--- config.mk ---
export PLATFORM = sky130hd
export DESIGN_NAME = tmr8_pair
export DESIGN_NICKNAME = d
export VERILOG_FILES = /design/src/rtl/tmr8_pkg.sv /design/src/rtl/tmr8_prescale.sv /design/src/rtl/tmr8_edge_sync.sv /design/src/rtl/tmr8_src_sel.sv /design/src/rtl/tmr8_chan.sv /design/src/rtl/tmr8_pair.sv
export SDC_FILE = /design/constraint.sdc
export NUM_CORES = 1
export LEC_CHECK = 0
export CAP_MARGIN = 20
export CORE_ASPECT_RATIO = 0.7
export CORE_MARGIN = 2
export CORE_UTILIZATION = 55
export CTS_CLUSTER_DIAMETER = 40
export DETAILED_ROUTE_END_ITERATION = 10
export DONT_BUFFER_PORTS = 1
export GPL_TIMING_DRIVEN = 0
export HOLD_SLACK_MARGIN = 0.03
export PLACE_DENSITY_LB_ADDON = 0.08
export SYNTH_ARGS = -nofsm -noshare
export SYNTH_HDL_FRONTEND = slang
export SYNTH_SLANG_ARGS = --single-unit
--- constraint.sdc ---
create_clock -name clk -period 2.48 [get_ports clk]
set_clock_uncertainty 0.2 [all_clocks]
set_input_delay 0.124 -clock clk [delete_from_list [all_inputs] [get_ports clk]]
set_output_delay 0.124 -clock clk [all_outputs]
set_load 0.005 [all_outputs]
--- src/rtl/tmr8_pkg.sv ---
package tmr8_pkg;
  typedef enum logic [2:0] {
    SRC_CLK   = 3'd0,
    SRC_DIV_A = 3'd1,
    SRC_DIV_B = 3'd2,
    SRC_DIV_C = 3'd3,
    SRC_PIN   = 3'd4,
    SRC_NBR_A = 3'd5,
    SRC_NBR_B = 3'd6,
    SRC_OFF   = 3'd7
  } src_e;
endpackage

--- src/rtl/tmr8_prescale.sv ---
module tmr8_prescale #(
  parameter int LOG_A = 3,
  parameter int LOG_B = 5,
  parameter int LOG_C = 7
) (
  input  logic       clk,
  input  logic       rst,
  output logic [2:0] stb
);
  localparam int PRE_W = LOG_C;
  localparam int LOGS [3] = '{LOG_A, LOG_B, LOG_C};

  logic [PRE_W-1:0] pc;

  always_ff @(posedge clk) begin
    if (rst) pc <= '0;
    else     pc <= pc + 1'b1;
  end

  for (genvar i = 0; i < 3; i++) begin : g_stb
    assign stb[i] = &pc[LOGS[i]-1:0];
  end
endmodule

--- src/rtl/tmr8_edge_sync.sv ---
module tmr8_edge_sync #(
  parameter int STAGES = 2
) (
  input  logic clk,
  input  logic rst,
  input  logic pin,
  output logic rise
);
  logic [STAGES-1:0] sync_q;
  logic              last_q;

  always_ff @(posedge clk) begin
    if (rst) begin
      sync_q <= '0;
      last_q <= 1'b0;
    end else begin
      sync_q <= {sync_q[STAGES-2:0], pin};
      last_q <= sync_q[STAGES-1];
    end
  end

  assign rise = sync_q[STAGES-1] & ~last_q;
endmodule

--- src/rtl/tmr8_src_sel.sv ---
module tmr8_src_sel
  import tmr8_pkg::*;
(
  input  logic [2:0] src,
  input  logic [2:0] pre_stb,
  input  logic       pin_rise,
  input  logic [1:0] nbr,
  output logic       tick
);
  always_comb begin
    unique case (src_e'(src))
      SRC_CLK:   tick = 1'b1;
      SRC_DIV_A: tick = pre_stb[0];
      SRC_DIV_B: tick = pre_stb[1];
      SRC_DIV_C: tick = pre_stb[2];
      SRC_PIN:   tick = pin_rise;
      SRC_NBR_A: tick = nbr[0];
      SRC_NBR_B: tick = nbr[1];
      default:   tick = 1'b0;
    endcase
  end
endmodule

--- src/rtl/tmr8_chan.sv ---
module tmr8_chan #(
  parameter int W = 8
) (
  input  logic         clk,
  input  logic         rst,
  input  logic         run,
  input  logic         tick,
  input  logic         wrap_ok,
  input  logic         quiet,
  input  logic         rl_we,
  input  logic [W-1:0] rl_d,
  output logic [W-1:0] cnt,
  output logic         uf_q,
  output logic         irq_q,
  output logic         tgl_q
);
  localparam logic [W-1:0] ONES = '1;

  logic [W-1:0] rl_q;

  always_ff @(posedge clk) begin
    if (rst) begin
      rl_q  <= ONES;
      cnt   <= ONES;
      uf_q  <= 1'b0;
      irq_q <= 1'b0;
      tgl_q <= 1'b0;
    end else begin
      uf_q  <= 1'b0;
      irq_q <= 1'b0;
      if (rl_we) rl_q <= rl_d;
      if (!run) begin
        cnt <= rl_q;
      end else if (tick) begin
        if (cnt == '0) begin
          if (wrap_ok) begin
            cnt <= ONES;
          end else begin
            cnt <= rl_q;
            if (!quiet) begin
              uf_q  <= 1'b1;
              irq_q <= 1'b1;
              tgl_q <= ~tgl_q;
            end
          end
        end else begin
          cnt <= cnt - 1'b1;
        end
      end
    end
  end
endmodule

--- src/rtl/tmr8_pair.sv ---
module tmr8_pair #(
  parameter int W        = 8,
  parameter int SYNC_STG = 2,
  parameter int LOG_A    = 3,
  parameter int LOG_B    = 5,
  parameter int LOG_C    = 7
) (
  input  logic         clk,
  input  logic         rst,
  input  logic         lo_run,
  input  logic [2:0]   lo_src,
  input  logic         lo_rl_we,
  input  logic [W-1:0] lo_rl_d,
  input  logic         hi_run,
  input  logic [2:0]   hi_src,
  input  logic         hi_rl_we,
  input  logic [W-1:0] hi_rl_d,
  input  logic         cascade_en,
  input  logic         lo_evt_pin,
  input  logic         hi_evt_pin,
  input  logic [1:0]   nbr_uf_in,
  output logic         lo_uf,
  output logic         lo_irq,
  output logic         lo_tgl,
  output logic         hi_uf,
  output logic         hi_irq,
  output logic         hi_tgl
);
  localparam int NCH = 2;

  logic [2:0]     pre_stb;
  logic [NCH-1:0] pins, pin_rise;
  logic           lo_tick, hi_tick_sel, hi_tick;
  logic           lo_zero, lo_wrap, hi_run_eff;
  logic [W-1:0]   lo_cnt, hi_cnt;

  assign pins = {hi_evt_pin, lo_evt_pin};

  tmr8_prescale #(.LOG_A(LOG_A), .LOG_B(LOG_B), .LOG_C(LOG_C)) u_pre (
    .clk(clk), .rst(rst), .stb(pre_stb)
  );

  for (genvar c = 0; c < NCH; c++) begin : g_sync
    tmr8_edge_sync #(.STAGES(SYNC_STG)) u_sync (
      .clk(clk), .rst(rst), .pin(pins[c]), .rise(pin_rise[c])
    );
  end

  tmr8_src_sel u_lo_sel (
    .src(lo_src), .pre_stb(pre_stb), .pin_rise(pin_rise[0]),
    .nbr(nbr_uf_in), .tick(lo_tick)
  );

  tmr8_src_sel u_hi_sel (
    .src(hi_src), .pre_stb(pre_stb), .pin_rise(pin_rise[1]),
    .nbr({nbr_uf_in[1], lo_uf}), .tick(hi_tick_sel)
  );

  // Cascade: the low half passing zero is the high half's count pulse.
  assign lo_zero    = lo_run & lo_tick & (lo_cnt == '0);
  assign lo_wrap    = cascade_en & (hi_cnt != '0);
  assign hi_tick    = cascade_en ? lo_zero : hi_tick_sel;
  assign hi_run_eff = cascade_en ? lo_run : hi_run;

  tmr8_chan #(.W(W)) u_lo (
    .clk(clk), .rst(rst), .run(lo_run), .tick(lo_tick),
    .wrap_ok(lo_wrap), .quiet(cascade_en),
    .rl_we(lo_rl_we), .rl_d(lo_rl_d), .cnt(lo_cnt),
    .uf_q(lo_uf), .irq_q(lo_irq), .tgl_q(lo_tgl)
  );

  tmr8_chan #(.W(W)) u_hi (
    .clk(clk), .rst(rst), .run(hi_run_eff), .tick(hi_tick),
    .wrap_ok(1'b0), .quiet(1'b0),
    .rl_we(hi_rl_we), .rl_d(hi_rl_d), .cnt(hi_cnt),
    .uf_q(hi_uf), .irq_q(hi_irq), .tgl_q(hi_tgl)
  );
endmodule

# Word-level counts from Yosys, hierarchy flattened
# Cells that the tools add are included.
word_totals:
  regBits: 49
  inputBits: 33
classes:
  n_bitwise: 16
  reduce_logical: 12
  eq_ne: 14
  n_addsub: 3
  mux: 13
ops:
  columns: ["cell", "count"]
  rows:
  - ["8-bit two-way mux", 7]
  - ["3-bit equality test, second input constant", 6]
  - ["8-bit logical NOT", 2]
  - ["8-bit by 1-bit subtractor with 8-bit output, second input constant", 2]
  - ["1-bit case mux with 7 select lines", 2]
  - ["3-bit by 2-bit equality test with 1-bit output, second input constant", 4]
  - ["1-bit NOT", 11]
  - ["5-bit AND reduction", 2]
  - ["8-bit nonzero test", 1]
  - ["7-bit by 1-bit adder with 7-bit output, second input constant", 1]
  - ["7-bit AND reduction", 1]
  - ["3-bit by 1-bit equality test with 1-bit output, second input constant", 2]
  - ["3-bit logical NOT", 2]
  - ["3-bit AND reduction", 2]
  - ["1-bit bitwise AND", 5]
  - ["5-bit OR reduction", 1]
  - ["1-bit two-way mux", 4]
  - ["3-bit OR reduction", 1]
  - ["2-bit by 1-bit inequality test with 1-bit output, second input constant", 1]
  - ["2-bit inequality test, second input constant", 1]

# Longest topological paths before layout
# Gate-level depths: netlist (run 1).
depth:
  word_depth: 8
  depth_mapped: 12
  depth_no_buf: 10

# Modules after synthesis
# Synthesis (run 1) repeated with hierarchy kept, for this count alone.
unflattened:
  hier_cells: 302
  hier_area_um2: 2680.1
modules_own_cells:
  columns: ["module", "cells_per_inst", "seq_area_each_um2", "area_each_um2", "n_inst"]
  rows:
  - ["tmr8_chan", 116, 360.3, 1013.5, 2]
  - ["tmr8_prescale", 28, 140.1, 277.8, 1]
  - ["tmr8_edge_sync", 7, 60.1, 87.6, 2]
  - ["tmr8_src_sel", 8, 0.0, 62.6, 2]
  - ["tmr8_pair", 12, 0.0, 75.1, 1]

# Worst setup path after synthesis (run 1)
# OpenSTA, ideal clock, no wires.
synth_path:
  path_kind: "flip-flop to flip-flop"
  from: "register u_pre.pc[0]"
  to: "register u_hi.cnt[1]"
  period_less_slack_ps: 2403
  slack_ps: 77
  setup_ps: 122
  arrival_time_ps: 2081
  stages_incl_launch_ff: 12
  cell_sequence: "dfxtp_1 > ha_1 > nand3_1 > inv_1 > ha_1 > nor2_1 > a21oi_1 > o211a_1 > buf_6 > a41oi_4 > a221oi_1 > a311o_1"
synth_via:
  elab_chain_cells: 6
synth_rtl:
  columns: ["item", "line_no", "text"]
  rows:
  - ["start, declared", "tmr8_prescale.sv:13", "logic [PRE_W-1:0] pc;"]
  - ["start signal, assigned", "tmr8_prescale.sv:17", "else pc <= pc + 1'b1;"]
  - ["7-bit AND reduction, or another cell as far along", "tmr8_prescale.sv:21", "assign stb[i] = &pc[LOGS[i]-1:0];"]
  - ["1-bit case mux with 7 select lines", "tmr8_src_sel.sv:11", "unique case (src_e'(src))"]
  - ["1-bit bitwise AND (2 in a row)", "tmr8_pair.sv:60", "assign lo_zero = lo_run & lo_tick & (lo_cnt == '0);"]
  - ["1-bit two-way mux *", "tmr8_pair.sv:62", "assign hi_tick = cascade_en ? lo_zero : hi_tick_sel;"]
  - ["2-bit inequality test (no line) *", null, null]
  - ["end signal, assigned", "tmr8_chan.sv:33", "cnt <= rl_q;"]
  - ["end signal, assigned", "tmr8_chan.sv:39", "cnt <= rl_q;"]
  - ["end signal, assigned", "tmr8_chan.sv:47", "cnt <= cnt - 1'b1;"]
  - ["end, declared", "tmr8_chan.sv:12", "output logic [W-1:0] cnt,"]
# Mark *: on every way between the ends. The rest lies on a longest branch, timed or not.
# A chain may end at the register's enable or synchronous reset.

# Worst setup path in the final report (run 1)
layout_path:
  from: "register u_lo.cnt[0]"
  to: "register u_hi.cnt[3]"
layout_via:
  elab_chain_cells: 4
layout_rtl:
  columns: ["item", "line_no"]
  rows:
  - ["start, declared", "tmr8_chan.sv:12"]
  - ["start signal, assigned", "tmr8_chan.sv:33"]
  - ["start signal, assigned", "tmr8_chan.sv:39"]
  - ["start signal, assigned", "tmr8_chan.sv:47"]
  - ["8-bit logical NOT", "tmr8_pair.sv:60"]
  - ["1-bit bitwise AND", "tmr8_pair.sv:60"]
  - ["1-bit two-way mux", "tmr8_pair.sv:62"]
  - ["2-bit inequality test (no line)", null]
# Every way passes these cells.

==> results of run 1 <==
## layer usage
layer / routed length (um) / global-route usage [%] / vias to the layer above
li1: - / - / 1100
met1: 2800 / 34.5 / 1032
met2: 2590 / 39.0 / 88
met3: 472 / 6.77 / 8
met4: 99 / 5.30 / 0
met5: 0 / 0 / -
## sequential cells by signal, summed over array words and instances, names as in the netlist
register	flops
u_pre.pc	7
g_sync.u_sync.sync_q	4
g_sync.u_sync.last_q	2
u_lo.tgl_q	1
u_lo.cnt	8
u_hi.tgl_q	1
u_hi.uf_q	1
u_hi.cnt	8
u_lo.rl_q	8
u_lo.uf_q	1
u_hi.rl_q	8
## where the power goes
group,internal [W],switching [W],total [W]
registers,0.000826,0.0000394,0.000865
clock network,0.000293,0.000242,0.000535
logic,0.000116,0.000123,0.000239
## area by class of cell
type / count / area share, %
Timing Repair Buffer: 29 / 9.00
Buffer: 15 / 2.67
Tap cell: 55 / 2.26
Clock inverter: 2 / 1.15
Multi-Input combinational cell: 206 / 49.2
Inverter: 10 / 1.23
Sequential cell: 49 / 32.3
Clock buffer: 5 / 2.26
## timing repair
| item | in CTS | in global routing |
|---|---|---|
| buffers inserted | 2 | 5 |
| pin swaps | 3 | 5 |
| hold buffers | 20 | 1 |
| endpoints found under the setup margin | 11 | 17 |
| resized for setup | 8 | 21 |
| cloned | 0 | 2 |
| endpoints found under the hold margin | 24 | 1 |
## critical path: cells and delay by family (launching register included)
| kind | cells | cell delay (ns) |
|---|---|---|
| AOI/OAI and AO/OA | 2 | 0.34 |
| DFF | 1 | 0.35 |
| buffers and inverters | 2 | 0.32 |
| and+or+nand+nor | 3 | 0.87 |
| adders and majority gates | 1 | 0.19 |
## path summary, 6_finish.rpt
kind	to	from	depth (start not counted)	slack [ns]
hold reg to reg	g_sync[0].u_sync.sync_q[1]	g_sync[0].u_sync.sync_q[0]	1	0.24
setup reg to reg	u_hi.cnt[3]	u_lo.cnt[0]	8	0.1
setup / recovery	u_hi.cnt[3]	u_lo.cnt[0]	8	0.1
hold / removal	u_lo.cnt[1]	lo_run	2	0.07
## per-stage QoR
stage	util, %	cells
3_5_place_dp	58.7	335
5_1_grt	70.7	371
6_report	70.7	371
3_3_place_gp	58.7	335
4_1_cts	67.0	364
2_1_floorplan	-	280
## cell families (layout without fill, tap and decap cells)
group                    after synthesis  after routing  synth area share, %
AO/OA/AOI/OAI                         68             69                 20.7
flip-flops                            49             49                 39.9
adder cells (fa/ha/maj)                7              7                 3.57
multiplexers                          18             18                 7.39
buffers and inverters                 26             61                 4.69
XOR/XNOR                               4              4                 1.43
AND/OR/NAND/NOR                      108            108                 22.3
## cells in the final DEF, fill, tap and decap left out, types with 5 or more instances in the layout
master and n:
dfxtp_1 48, clkbuf_1 8, mux2i_1 17, clkbuf_8 5, nor2b_1 10, nand3_1 9, nor3_1 6, nor2_1 23
nand2_1 28, o21a_1 5, o21ai_0 8, inv_1 8, a21oi_1 10, buf_4 9, dlygate4sd3_1 21, a31oi_1 5
==> metrics.cfg, run 1 <==
[clock_network]
cts.sinks = 49
cts_tree = yes
clk_pin_slew_ns = 0.09
clockBufferDepth = 2
htree_levels = 2
numCtsBuffers = 5
root_buffer = clkbuf_8
clkLatencyLatePin_ns = 0.29

[worst_setup_path]
criticalPathCategory = reg2reg
critPathLaunchType = register
crit_chain = inv_1 -> ha_1 -> nor2b_1 -> and3_1 -> a41oi_4 -> buf_6 -> nor4_4 -> o31ai_1
required_ns = 2.44
critPathMaxStageDelay_ns = 0.44
cp_max_fo = 7
worst-endpoint-arrival_ns = 2.35
slowest_stage = and3_1
crit_path_end_kind = register

[global_routing]
antenna_found_initial = 0
grt_pass1_wl_um = 9820
grt_overflow = 0
grt.total_usage_pct = 24.8
grt_max_degree = 15
grt_pass1_vias = 2014

[run]
maxCapViolCount = 0

[power]
p_leak_nw = 1.22
ir_worst_vdd_mv = 0.434
p_per_area_nw_per_um2 = 539
total_power_w = 0.00164

[route]
wl_um = 5960
num_vias = 2228
drtAntennaViolNets = 0
first_pass_iters = 4
drt_iter0_markers = 147
wl_per_cell_um = 16.1
viasPerCell = 6.01
drc = 0

[logic_synthesis]
ys.flop_type = dfxtp_1
synth_top_area_share_pct = 39.9
synth_area_per_cell_um2 = 8.77
ys_ff_latch = 49
synth_area_um2 = 2460
synth_cell_types = 55
seq_area_frac_synth_pct = 39.9
yosys_warnings = 0
yosys-top-cells-area = dfxtp_1 40%, mux2i_1 6.9%, nand2_1 4.4%
synth_edf_count = 0
yosysMostFrequentCell = dfxtp_1
syn-num-nets = 320
synth_cells = 280
synthTopCellsByCount = 49 x dfxtp_1, 29 x nand2_1, 24 x nor2_1, 17 x mux2i_1, 12 x a21oi_1
yosysTopAreaCell = dfxtp_1
async_flop_share_pct = 0

[final_layout]
n_fill_cell = 347
area_delta_synth_final_pct = 23.9
multi_input_area_um2 = 1500
drive_gt1_share_pct = 14.2
nNetsFinal = 356
finalInstanceArea_um2 = 3040
num_antenna_cells = 0
seq_area_um2 = 982

[timing]
hold_violations = 0
fmax_mhz = 419
setup_slack_ns = 0.0959
rsz0062_at_grt = no
tightest_slew_ns = 0.885
hold_slack_ns = 0.0654
fin_crit_sh_pct = 96.1
slew_headroom_pct = 39.3
period_minus_slack_ns = 2.38
fin_tns_setup_ns = 0
maxSlewViolCount = 0
setup_violations = 0

[min_path]
hold_path_class = in2reg

[floorplanning]
die_y_um = 59.9
initial_core_util_pct = 57.1
coreArea_um2 = 4300
ioPinCount = 39
dieArea_um2 = 5020
die_w_um = 83.9
rows = 20

[status]
outcome = complete, no violations

[placement]
dp_hpwl_um = 3840
port_buffers = 0
place_congestion = 0.836
pre_cts_ws_ns = -0.196
place_area_um2 = 2520

(Power assumes the default switching activity.)
==> run 2: changes to the inputs <==
- ABC_AREA: not set -> 1
- CORE_MARGIN: 2 -> 1
- PLACE_DENSITY: not set -> 0.73
- PLACE_DENSITY_LB_ADDON: 0.08 -> not set
==> run 2 against run 1 <==
Net effect: non-clock buffer count grew 6; critical path depth grew 3; fmax grew 0.68%; first-iteration DRC count grew 35%; sequential power grew 2%; largest power group unchanged; highest routed layer unchanged.
==> metrics.cfg, run 2 <==
[status]
outcome = complete, no violations

[worst_setup_path]
criticalPathCategory = reg2reg
r2r-end = u_lo.uf_q
path_common_cell = nor2_1
crit_end = u_lo.uf_q
reg2reg_slack_ns = 0.11  ; +0.02 ns
slowest_stage = dlygate4sd3_1
reg2reg_depth = 11  ; +3
worst-endpoint-arrival_ns = 2.41  ; +0.06 ns
cp_max_fo = 3  ; -4
crit_path_end_kind = register
critPathLaunchType = register
reg2reg_from = u_pre.pc[0]
critPathMaxStageDelay_ns = 0.58  ; +0.14 ns
crit_chain = ha_1 -> nand3_1 -> inv_1 -> ha_1 -> nor2_1 -> nor2_1 -> nor2_1 -> nor2_2 -> nand4_2 -> nor3_2 -> dlygate4sd3_1
startpoint = u_pre.pc[0]
required_ns = 2.52  ; +0.08 ns

[floorplanning]
initial_core_util_pct = 59.8  ; +2.8 points
ioPinCount = 39  ; unchanged
coreArea_um2 = 4070  ; -5.6%
dieArea_um2 = 4700  ; -6.5%
die_w_um = 81.5  ; -2.8%
rows = 19  ; -5.0%
die_y_um = 57.6  ; -3.8%

[placement]
pre_cts_ws_ns = 0.256  ; +0.453 ns
place_congestion = 0.884  ; +5.7%
port_buffers = 0  ; unchanged
dp_hpwl_um = 3980  ; +3.7%

[clock_network]
clockBufferDepth = 2  ; unchanged
clk_pin_slew_ns = 0.09  ; about the same
htree_levels = 2  ; unchanged
root_buffer = clkbuf_8
numCtsBuffers = 5  ; unchanged
cts.sinks = 49  ; unchanged
cts_tree = yes
clkLatencyLatePin_ns = 0.30  ; about the same

[power]
p_leak_nw = 1.39  ; +14%
p_per_area_nw_per_um2 = 570  ; +5.7%
ir_worst_vdd_mv = 0.441  ; +1.8%
total_power_w = 0.00171  ; +4.4%

[global_routing]
grt_max_degree = 15  ; unchanged
antenna_found_initial = 0  ; unchanged
grt_overflow = 0  ; unchanged
grt_pass1_vias = 2292  ; +14%
grt_pass1_wl_um = 10400  ; +6.1%
grt.total_usage_pct = 29.5  ; +4.7 points

[final_layout]
nNetsFinal = 436  ; +22%
n_fill_cell = 299  ; -14%
final_cell_mix = 80 x nand2_1, 50 x nand3_1, 49 x dfxtp_1
drive_gt1_share_pct = 5.81  ; -8.4 points
num_antenna_cells = 0  ; unchanged
area_delta_synth_final_pct = 23.6
layout_commonest_cell = nand2_1

[route]
wl_um = 6350  ; +6.5%
drtAntennaViolNets = 0  ; unchanged
drt_iter0_markers = 198  ; +35%
viasPerCell = 5.63  ; -6.2%
first_pass_iters = 5  ; +1
wl_per_cell_um = 14.2  ; -12%
drc = 0  ; unchanged
num_vias = 2524  ; +13%

[logic_synthesis]
synthTopCellsByCount = 80 x nand2_1, 50 x nand3_1, 49 x dfxtp_1, 40 x nor2_1, 37 x inv_1
synth_cells = 349  ; +25%
synth_cell_types = 33  ; -40%
yosys_warnings = 0  ; unchanged
yosysTopAreaCell = dfxtp_1
synth_area_per_cell_um2 = 6.97  ; -21%
async_flop_share_pct = 0  ; unchanged
yosysMostFrequentCell = nand2_1
ys_ff_latch = 49  ; unchanged
yosys-top-cells-area = dfxtp_1 40%, nand2_1 12%, nand3_1 10%
synth_top_area_share_pct = 40.3  ; +0.39 points
syn-num-nets = 389  ; +22%
seq_area_frac_synth_pct = 40.3  ; +0.39 points
synth_area_um2 = 2430  ; -0.97%
ys.flop_type = dfxtp_1
synth_edf_count = 0  ; unchanged

[timing]
maxSlewViolCount = 0  ; unchanged
hold_slack_ns = 0.0674  ; +0.00197 ns
fin_crit_sh_pct = 95.5  ; -0.65 points
fin_tns_setup_ns = 0  ; unchanged
slew_headroom_pct = 50.4  ; +11 points
fmax_mhz = 422  ; +0.68%
setup_violations = 0  ; unchanged
setup_slack_ns = 0.112  ; +0.0160 ns
hold_violations = 0  ; unchanged
period_minus_slack_ns = 2.37  ; -0.0160 ns
tightest_slew_ns = 0.744  ; -0.141 ns

[run]
maxCapViolCount = 0  ; unchanged

[min_path]
hold_path_class = in2reg

-- run 2: cell types whose count changed in the layout (fill, tap and decap cells not counted), sizes merged, moves of 5 or more --
cell and change:
a21oi +7, buf -10, dlygate4sd3 +18, inv +30
mux2i -17, nand2 +54, nand3 +41, nor2 +17
nor2b -10, nor3b -5, o21a -5, o21ai +15
-- run 2: cell type report --
| class | count | area (um^2) | share of cell area [%] |
|---|---|---|---|
| Tap cell | 52 | 65.1 | 2.16 |
| Timing Repair Buffer | 40 | 398 | 13.2 |
| Multi-Input combinational cell | 250 | 1260 | 42.0 |
| Sequential cell | 49 | 981 | 32.6 |
| Clock buffer | 5 | 68.8 | 2.29 |
| Inverter | 40 | 150 | 4.99 |
| Clock inverter | 2 | 35.0 | 1.17 |
| Buffer | 10 | 45.0 | 1.50 |
-- run 2: worst min path at each step --
stage,from,end,depth (start not counted)
after global routing,lo_rl_we,u_lo.rl_q[3],3
after floorplan,cascade_en,u_lo.uf_q,1
final,lo_rl_we,u_lo.rl_q[3],3
after CTS,lo_rl_we,u_lo.rl_q[3],3
after detailed placement,cascade_en,u_lo.uf_q,1
after global placement,cascade_en,u_lo.uf_q,1
-- run 2: stage by stage --
step	area [um^2]	utilization, %	std cells
finish	3010	74.0	448
global route	3010	74.0	448
CTS	2990	73.6	447
detailed placement	2500	61.4	401
global placement	2500	61.4	401
floorplan	2430	-	349
-- run 2: cell families (layout without fill, tap and decap cells) --
logic type | count (synthesis) | count (layout) | synth area share (%)
AOI/OAI and AO/OA | 48 | 48 | 10.5
xor gates and xnor gates | 9 | 9 | 3.24
adders and majority gates | 7 | 7 | 3.60
buffers and inverters | 50 | 97 | 8.02
DFF | 49 | 49 | 40.3
and+or+nand+nor | 186 | 186 | 34.3
-- run 2: critical path, delay by kind of cell, from the launching register on --
kind / cells / cell delay, ns
and+or+nand+nor: 7 / 0.73
buffers and inverters: 2 / 0.67
DFF: 1 / 0.36
adders and majority gates: 2 / 0.35
-- run 2: where the power goes --
| group | internal (W) | switching, W | total (W) |
|---|---|---|---|
| Combinational | 0.000121 | 0.000160 | 0.000282 |
| Sequential | 0.000838 | 0.0000401 | 0.000878 |
| Clock | 0.000293 | 0.000259 | 0.000553 |
| Total | 0.00125 | 0.000460 | 0.00171 |
-- run 2: layer usage --
metal / track usage (%) / share of wire (%) / routed length (um) / vias up
li1: - / - / - / 1220
met1: 42.0 / 45 / 2880 / 1171
met2: 44.6 / 44 / 2790 / 118
met3: 6.61 / 8.8 / 560 / 15
met4: 8.67 / 1.9 / 120 / 0
met5: 0 / 0 / 0 / -
-- run 2: timing repair --
item                                    in CTS  in global routing
endpoints found under the setup margin       0                  1
endpoints found under the hold margin       38                  0
resized for setup                            0                  2
buffers inserted                             0                  1
hold buffers                                39                  0
